## src/rtl/ppio_pkg.sv

```systemverilog
package ppio_pkg;

    localparam int DW = 8;
    localparam int NIB = DW / 2;
    localparam logic [DW-1:0] CTL_RESET = 8'h9B;

    typedef enum logic [1:0] {
        SEL_A   = 2'b00,
        SEL_B   = 2'b01,
        SEL_C   = 2'b10,
        SEL_CTL = 2'b11
    } sel_e;

    typedef struct packed {
        logic [1:0] grp_a_mode;
        logic       a_is_in;
        logic       cu_is_in;
        logic       grp_b_mode;
        logic       b_is_in;
        logic       cl_is_in;
    } ctl_t;

    function automatic ctl_t to_ctl(input logic [DW-1:0] w);
        return ctl_t'(w[DW-2:0]);
    endfunction

    function automatic logic [DW-1:0] ctl_readback(input ctl_t c);
        return {1'b1, c};
    endfunction

endpackage

```

## src/rtl/ppio_bus_dec.sv

```systemverilog
module ppio_bus_dec
    import ppio_pkg::*;
(
    input  logic       cs_n,
    input  logic       rd_n,
    input  logic       wr_n,
    input  logic [1:0] sel,
    output logic       rd_act,
    output logic       rd_a,
    output logic [3:0] wr_stb
);
    logic wr_act;

    assign wr_act = !cs_n && !wr_n;
    assign rd_act = !cs_n && !rd_n && wr_n;
    assign rd_a   = rd_act && (sel_e'(sel) == SEL_A);

    for (genvar i = 0; i < 4; i++) begin : g_stb
        assign wr_stb[i] = wr_act && (sel == 2'(i));
    end
endmodule

```

## src/rtl/ppio_ctl_reg.sv

```systemverilog
module ppio_ctl_reg
    import ppio_pkg::*;
(
    input  logic          clk,
    input  logic          rst,
    input  logic          wr_ctl,
    input  logic [DW-1:0] wdata,
    output ctl_t          ctl_q,
    output ctl_t          ctl_next,
    output logic          mset,
    output logic          bsr,
    output logic [2:0]    bsr_idx,
    output logic          bsr_val
);
    assign mset     = wr_ctl && wdata[DW-1];
    assign bsr      = wr_ctl && !wdata[DW-1];
    assign bsr_idx  = wdata[3:1];
    assign bsr_val  = wdata[0];
    assign ctl_next = to_ctl(wdata);

    always_ff @(posedge clk) begin
        if (rst) begin
            ctl_q <= to_ctl(CTL_RESET);
        end else if (mset) begin
            ctl_q <= ctl_next;
        end
    end
endmodule

```

## src/rtl/ppio_port_slice.sv

```systemverilog
module ppio_port_slice #(
    parameter int W        = 8,
    parameter bit LATCH_IN = 1'b0,
    localparam int IW      = (W > 1) ? $clog2(W) : 1
) (
    input  logic          clk,
    input  logic          rst,
    input  logic          wr_en,
    input  logic [W-1:0]  wr_data,
    input  logic          mset,
    input  logic          new_is_in,
    input  logic          is_in,
    input  logic          bit_we,
    input  logic [IW-1:0] bit_idx,
    input  logic          bit_val,
    input  logic          hold_in,
    input  logic [W-1:0]  pin_in,
    output logic [W-1:0]  pin_out,
    output logic [W-1:0]  pin_oe,
    output logic [W-1:0]  rd_data
);
    logic [W-1:0] out_q;
    logic [W-1:0] in_val;

    always_ff @(posedge clk) begin
        if (rst) begin
            out_q <= '0;
        end else if (mset) begin
            if (!new_is_in) out_q <= '0;
        end else if (wr_en) begin
            out_q <= wr_data;
        end else if (bit_we) begin
            out_q[bit_idx] <= bit_val;
        end
    end

    if (LATCH_IN) begin : g_latched
        logic [W-1:0] lat_q;
        always_ff @(posedge clk) begin
            if (rst) begin
                lat_q <= '0;
            end else if (!hold_in) begin
                lat_q <= pin_in;
            end
        end
        assign in_val = lat_q;
    end else begin : g_direct
        logic unused_hold;
        assign unused_hold = hold_in;
        assign in_val = pin_in;
    end

    assign pin_out = out_q;
    assign pin_oe  = {W{~is_in}};
    assign rd_data = is_in ? in_val : out_q;
endmodule

```

## src/rtl/ppio_ctrl.sv

```systemverilog
module ppio_ctrl
    import ppio_pkg::*;
(
    input  logic          clk,
    input  logic          rst,
    input  logic          cs_n,
    input  logic          rd_n,
    input  logic          wr_n,
    input  logic [1:0]    sel,
    input  logic [DW-1:0] bus_wdata,
    output logic [DW-1:0] bus_rdata,
    output logic          bus_oe,
    input  logic [DW-1:0] pa_in,
    output logic [DW-1:0] pa_out,
    output logic [DW-1:0] pa_oe,
    input  logic [DW-1:0] pb_in,
    output logic [DW-1:0] pb_out,
    output logic [DW-1:0] pb_oe,
    input  logic [DW-1:0] pc_in,
    output logic [DW-1:0] pc_out,
    output logic [DW-1:0] pc_oe
);
    logic       rd_act, rd_a;
    logic [3:0] wr_stb;
    ctl_t       ctl_q, ctl_next;
    logic       mset, bsr, bsr_val;
    logic [2:0] bsr_idx;
    logic [DW-1:0]  a_rd, b_rd;
    logic [NIB-1:0] cu_rd, cl_rd;

    ppio_bus_dec u_dec (
        .cs_n(cs_n), .rd_n(rd_n), .wr_n(wr_n), .sel(sel),
        .rd_act(rd_act), .rd_a(rd_a), .wr_stb(wr_stb)
    );

    ppio_ctl_reg u_ctl (
        .clk(clk), .rst(rst), .wr_ctl(wr_stb[SEL_CTL]), .wdata(bus_wdata),
        .ctl_q(ctl_q), .ctl_next(ctl_next), .mset(mset), .bsr(bsr),
        .bsr_idx(bsr_idx), .bsr_val(bsr_val)
    );

    ppio_port_slice #(.W(DW), .LATCH_IN(1'b1)) u_pa (
        .clk(clk), .rst(rst), .wr_en(wr_stb[SEL_A]), .wr_data(bus_wdata),
        .mset(mset), .new_is_in(ctl_next.a_is_in), .is_in(ctl_q.a_is_in),
        .bit_we(1'b0), .bit_idx('0), .bit_val(1'b0), .hold_in(rd_a),
        .pin_in(pa_in), .pin_out(pa_out), .pin_oe(pa_oe), .rd_data(a_rd)
    );

    ppio_port_slice #(.W(DW), .LATCH_IN(1'b0)) u_pb (
        .clk(clk), .rst(rst), .wr_en(wr_stb[SEL_B]), .wr_data(bus_wdata),
        .mset(mset), .new_is_in(ctl_next.b_is_in), .is_in(ctl_q.b_is_in),
        .bit_we(1'b0), .bit_idx('0), .bit_val(1'b0), .hold_in(1'b0),
        .pin_in(pb_in), .pin_out(pb_out), .pin_oe(pb_oe), .rd_data(b_rd)
    );

    ppio_port_slice #(.W(NIB), .LATCH_IN(1'b0)) u_pcu (
        .clk(clk), .rst(rst), .wr_en(wr_stb[SEL_C]), .wr_data(bus_wdata[DW-1:NIB]),
        .mset(mset), .new_is_in(ctl_next.cu_is_in), .is_in(ctl_q.cu_is_in),
        .bit_we(bsr && bsr_idx[2]), .bit_idx(bsr_idx[1:0]), .bit_val(bsr_val),
        .hold_in(1'b0), .pin_in(pc_in[DW-1:NIB]), .pin_out(pc_out[DW-1:NIB]),
        .pin_oe(pc_oe[DW-1:NIB]), .rd_data(cu_rd)
    );

    ppio_port_slice #(.W(NIB), .LATCH_IN(1'b0)) u_pcl (
        .clk(clk), .rst(rst), .wr_en(wr_stb[SEL_C]), .wr_data(bus_wdata[NIB-1:0]),
        .mset(mset), .new_is_in(ctl_next.cl_is_in), .is_in(ctl_q.cl_is_in),
        .bit_we(bsr && !bsr_idx[2]), .bit_idx(bsr_idx[1:0]), .bit_val(bsr_val),
        .hold_in(1'b0), .pin_in(pc_in[NIB-1:0]), .pin_out(pc_out[NIB-1:0]),
        .pin_oe(pc_oe[NIB-1:0]), .rd_data(cl_rd)
    );

    always_comb begin
        case (sel_e'(sel))
            SEL_A:   bus_rdata = a_rd;
            SEL_B:   bus_rdata = b_rd;
            SEL_C:   bus_rdata = {cu_rd, cl_rd};
            default: bus_rdata = ctl_readback(ctl_q);
        endcase
    end

    assign bus_oe = rd_act;
endmodule

```

## config.mk

```make
export PLATFORM = sky130hd
export DESIGN_NAME = ppio_ctrl
export DESIGN_NICKNAME = d
export VERILOG_FILES = /design/src/rtl/ppio_pkg.sv /design/src/rtl/ppio_bus_dec.sv /design/src/rtl/ppio_ctl_reg.sv /design/src/rtl/ppio_port_slice.sv /design/src/rtl/ppio_ctrl.sv
export SDC_FILE = /design/constraint.sdc
export NUM_CORES = 1
export LEC_CHECK = 0
export CAP_MARGIN = 0
export CORE_ASPECT_RATIO = 1.75
export CORE_UTILIZATION = 44
export CTS_CLUSTER_DIAMETER = 50
export DETAILED_ROUTE_END_ITERATION = 10
export PLACE_DENSITY_LB_ADDON = 0.3
export SLEW_MARGIN = 20
export SYNTH_ARGS = -nofsm -noshare
export SYNTH_HDL_FRONTEND = slang
export SYNTH_HIERARCHICAL = 1
export SYNTH_SLANG_ARGS = --single-unit
```

## constraint.sdc

```tcl
create_clock -name clk -period 2.69 [get_ports clk]
set_clock_uncertainty 0.05 [all_clocks]
set_input_delay 0.538 -clock clk [delete_from_list [all_inputs] [get_ports clk]]
set_output_delay 0.538 -clock clk [all_outputs]
set_load 0.005 [all_outputs]
```

# After elaboration in Yosys (flattened, before gate mapping)
# Index checks and enable logic that the tools add are counted.
[word_totals]
regBits = 39
output_inout_bits = 57
elab_cells = 74
[op_classes]
magnitude_cmp = 2
n_eq_ne = 7
mux = 23
n_bitwise = 4
n_reduce_logical = 27
[ops]
columns = ["op", "n"]
rows = [
  ["$mux 8", 8],
  ["$mux 4", 10],
  ["$pmux 8 s3", 1],
  ["$logic_and 1x1->1", 13],
  ["$bwmux 4", 2],
  ["$ne 2x2->1 const B", 4],
  ["$reduce_and 2->1", 4],
  ["$reduce_bool 3->1", 2],
  ["$logic_not 1->1", 5],
  ["$eq 2x2->1 const B", 2],
  ["$not 1->1", 4],
  ["$reduce_bool 2->1", 2],
  ["$lt 2x3->1 const B", 1],
  ["$demux 1 s2", 1],
  ["$eq 2x1->1 const B", 1],
  ["$ge 2x1->1 const B", 1],
  ["$logic_not 2->1", 1],
  ["$mux 1", 1],
]

# Logic depth before layout (Yosys ltp)
[depth]
depth_word = 8
mapped_depth = 8
depth_no_buf = 6

# Modules after synthesis
# The synthesis kept the hierarchy.
[by_module_without_submodules]
columns = ["module", "n_inst", "cells_each", "area_per_inst_um2", "seq_area_each_um2"]
rows = [
  ["ppio_port_slice at u_pa", 1, 127, 1064.8, 320.3],
  ["ppio_port_slice at u_pcl ...", 2, 43, 394.1, 80.1],
  ["ppio_port_slice at u_pb", 1, 101, 787.0, 160.2],
  ["ppio_ctl_reg", 1, 40, 381.6, 140.1],
  ["ppio_ctrl", 1, 15, 214.0, 0.0],
  ["ppio_bus_dec", 1, 6, 61.3, 0.0],
]

# Worst setup path after synthesis
# Ideal clock, no wire load.
[synth_timing]
path_type = "input-to-reg"
from = "in cs_n"
to = "reg u_pcl.out_q[1], in the netlist u_pcl/pin_out[1]"
setup_time_ns = 0.120
arrival_ns = 2.519
required_ns = 2.520
slack_ns = 0.001
cell_stages = 4
path_buffers = 0
cell_sequence = "nor4b_1 > and4bb_2 > o221ai_1 > o2bb2ai_1"
[synth_between]
elab_chain_len = 7
word_cells_on_any_way = 12
cone_classes = "eq/ne: 1; mux: 2; reduce/logical: 9"
[synth_rtl]
columns = ["item", "line", "text"]
rows = [
  ["start: declaration", "ppio_ctrl.sv:6", "input logic cs_n,"],
  ["$logic_not 1->1 *", "ppio_bus_dec.sv:14", "assign wr_act = !cs_n && !wr_n;"],
  ["$logic_and 1x1->1 *", "ppio_bus_dec.sv:14", ""],
  ["$logic_and 1x1->1", "ppio_bus_dec.sv:19", "assign wr_stb[i] = wr_act && (sel == 2'(i));"],
  ["$logic_and 1x1->1", "ppio_ctl_reg.sv:16", "assign bsr = wr_ctl && !wdata[DW-1];"],
  ["$logic_and 1x1->1", "ppio_ctrl.sv:67", ".bit_we(bsr && !bsr_idx[2]), .bit_idx(bsr_idx[1:0]), .bit_val(bsr_val),"],
  ["$reduce_bool 3->1 (no line)", "--", ""],
  ["$reduce_and 2->1 (no line)", "--", ""],
  ["end signal: assignment", "ppio_port_slice.sv:31", "out_q <= wr_data;"],
  ["end signal: indexed assignment", "ppio_port_slice.sv:33", "out_q[bit_idx] <= bit_val;"],
  ["end: declaration", "ppio_port_slice.sv:22", "logic [W-1:0] out_q;"],
]
# Mark *: on every way between the ends. The rest lies on a longest branch, timed or not.
# A chain may end at the register's enable or synchronous reset.

# Worst setup path after layout
[layout_timing]
from = "in sel[0]"
to = "out bus_rdata[7]"
[layout_between]
elab_chain_len = 2
word_cells_on_any_way = 4
cone_classes = "eq/ne: 2; mux: 1; reduce/logical: 1"
[layout_rtl]
columns = ["item", "line", "text"]
rows = [
  ["start: declaration", "ppio_ctrl.sv:9", "input logic [1:0] sel,"],
  ["$eq 2x2->1, or another cell as far along", "ppio_ctrl.sv:73", "case (sel_e'(sel))"],
  ["$pmux 8 s3 *", "ppio_ctrl.sv:73", ""],
  ["end: declaration", "ppio_ctrl.sv:11", "output logic [DW-1:0] bus_rdata,"],
]
# Marks and branches as above.

==> flow_results.org <==
** Outcome
- Result of the run :: completed

** Critical path
- STA classifies the critical path endpoint as a primary output.
- Crit path top cell by count :: mux2i_1
- For the worst flop-to-flop path, the logic depth is 3.
- Traced cell by cell, the critical path runs through dlygate4sd2_1, bufbuf_16, buf_4, mux2i_1, mux2i_1, clkdlybuf4s50_1.
- Standard cell with the maximum stage delay on the critical path :: clkdlybuf4s50_1
- Across all register-to-register paths, the minimum setup slack is 1.68 ns.
- Data on the critical path is required at its endpoint by 2.10 ns.
- Crit path max fanout :: 6
- On the worst path, the slowest cell contributes a delay of 0.53 ns.
- Reg-to-reg critical path endpoint :: u_pa/pin_out[1]
- The worst setup path is of the input pin to primary output kind.
- The worst setup path is launched from an input pin.
- Data on the critical path arrives at its endpoint at 2.00 ns.
- Startpoint of the worst-slack reg-to-reg timing path :: u_pa/pin_out[1]

** Power and ir drop
- Worst-case vdd ir drop :: 0.000223 V
- Of the total power, the share spent switching nets is 0.271.
- Clock network fraction of design power :: 0.370
- Internal power :: 1.19 mW
- Portion of total power attributed to combinational logic :: 0.246
- In this run the power spent charging and discharging nets is 443 uW.
- Leakage Power :: 1.69 nW
- For this design the ratio of total power to cell area is 368 nW/um^2.
- Proportion of power drawn by flip-flops and latches :: 0.383

** Layout
- At the end of the flow the core is filled with cells to 0.618.
- Number of standard cells in the final layout excluding fillers :: 557
- The library cell used most frequently in the layout, excluding fill and tap cells, is clkdlybuf4s50_1.
- The net count of the finished layout is 510.
- The layout has 646 filler cells.
- Layout cells sized above 1 :: 0.242
- Final antenna diode count :: 0
- Compared with the post-synthesis result, the final layout area differs by 35.5%.
- Register cell area after layout :: 783 um^2
- Commonest cells after routing, fill and taps aside :: clkdlybuf4s50_1 (87), a21oi_1 (47), dfxtp_1 (37)
- The multi-input combinational cells in the finished layout cover a total of 2180 um^2.

** Clock network
- Maximum clock insertion buffer count :: 2
- Worst-path clk slew :: 0.06 ns
- Setup bufs post-CTS :: 0
- Number of buffers created by CTS :: 5
- In this run the clock root is driven by a clkbuf_16.
- Clock latency on the worst-skew pair, taken at its later pin, is 0.28 ns.
- Num Clock Sinks :: 39
- The clock tree synthesis step divided the H-tree into 2 levels.
- TritonCTS built the clock tree.

** Timing
- The hold violation total from the final report was 0.
- In the final timing run, aggregate negative setup slack is 0 ns.
- Final worst hold slack :: 0.447 ns
- The count of final max-slew check failures was 0.
- Smallest setup slack after layout :: 0.0993 ns
- RSZ-0062 raised after global routing :: false
- Headroom to the max-slew limit came out at 0.519.
- Worst Tran Pin Value :: 0.719 ns
- Based on the critical path, the design can be clocked at up to 0.386 GHz.
- Period utilisation layout :: 0.963
- Setup-failing EPs final :: 0
- For the finished layout, the period the worst path requires is 2.59 ns.

** Routing
- Count of vias placed by the detailed router :: 3169
- Routed wire length per instance :: 18.0 um
- The first routing iteration left 275 violations.
- The first detailed-routing pass took 4 iterations.
- Antenna-violating nets left :: 0
- After detailed routing, the number of remaining DRC violations is 0.
- Via density per instance :: 5.69
- Final wirelength :: 10000 um

** Global routing
- Largest net degree at the start of global routing :: 21
- Total track usage :: 0.271
- The number of global-route vias before repair is 3012.
- Number of antenna violations at the first check in global routing :: 0
- The first global-routing pass estimated 15700 um of wire.
- Total congestion overflow :: 0

** Floorplanning
- During I/O placement, the number of pins put on the boundary was 96.
- DIE AREA :: 7800 um^2
- Area of the placeable core :: 7180 um^2
- In this run the vertical extent of the chip is 116 um.
- Floorplan row count :: 41
- Initial Util :: 0.456
- The die is 67.2 um wide.

** Synthesis
- Post-synthesis cell area :: 3270 um^2
- Count of synthesis-stage warnings from yosys :: 6
- Post-Syn Area per Cell :: 8.80 um^2
- Counting every instance in the synthesized netlist gives 372.

** Placement
- Routability-driven placement finished with a final weighted congestion of 0.865.
- Once placement completed, the tool counted placed cells totaling 549.
- Timing analysis after detailed placement gives a worst setup slack of -0.0907 ns.
- Detailed placement ended at an HPWL of 7530 um.
- Buffers placed on the I/O ports in this run total 95.

** Min path
- Worst min-delay path class :: flip-flop to flip-flop
- The worst hold path begins at u_pa/g_latched.lat_q[5].
- The worst hold path was traced through 2 stages.
- The worst hold path terminates at u_pa/g_latched.lat_q[5].

** Run
- Across the run, the number of max-cap violations was 0.
[cell type report]
cell class                 count  area share
clock inverter                 1     0.00113
clock buffer                   6      0.0313
timing repair buffer         123       0.271
sequential                    39       0.176
inverter                       5     0.00423
tap                           86      0.0242
multi-input combinational    297       0.492
[power by group through the flow]
stage	combinational (mW)	clock (mW)	sequential, mW
after global routing	0.436	0.637	0.628
after global placement	0.389	0	0.637
final	0.402	0.605	0.626
after detailed placement	0.395	0	0.638
after CTS	0.395	0.614	0.626
after floorplan	0.229	0	0.628
[state kept, by name, indices dropped and copies added, names as in the netlist]
signal	count
u_pa/g_latched.lat_q	8
u_pa/pin_out	8
u_pcl/pin_out	4
u_ctl/ctl_q	7
u_pcu/pin_out	4
u_pb/pin_out	8
[per-stage QoR]
stage | power (mW) | cell area (um^2)
detailed placement | 1.03 | 4270
CTS | 1.63 | 4440
global placement | 1.03 | 4270
floorplan | 0.857 | 3370
global route | 1.70 | 4440
finish | 1.63 | 4440
[critical path: cells and delay by family]
family	cells	cell delay, ns
mux	2	0.23
buf+inv	4	1.24
[how the worst max path moves through the flow]
stage          cells after the start  slack (ns)               end   start
3_3_place_gp                       4       -0.07      bus_rdata[1]  sel[0]
3_5_place_dp                       4       -0.09      bus_rdata[2]  sel[0]
6_report                           6         0.1      bus_rdata[7]  sel[0]
2_1_floorplan                      4       0.001  u_pcl/pin_out[1]    cs_n
4_1_cts                            6         0.1      bus_rdata[7]  sel[0]
5_1_grt                            6        0.03      bus_rdata[7]  sel[0]
[repair_timing]
action                                  CTS  global route
endpoints found under the setup margin    7             0
hold buffers                              0             0
gates resized for setup                  10             0
hold endpoints to repair                  0             0
[per-layer routing]
layer / part of all wire / wire, um / vias to the layer above / GRT usage
met2: 0.54 / 5430 / 105 / 0.479
met4: 0.040 / 404 / 0 / 0.133
met1: 0.38 / 3850 / 1508 / 0.316
li1: - / - / 1536 / -
met5: 0 / 0 / - / 0
met3: 0.036 / 363 / 20 / 0.0264
No activity file was read; power rests on OpenSTA's default activity.
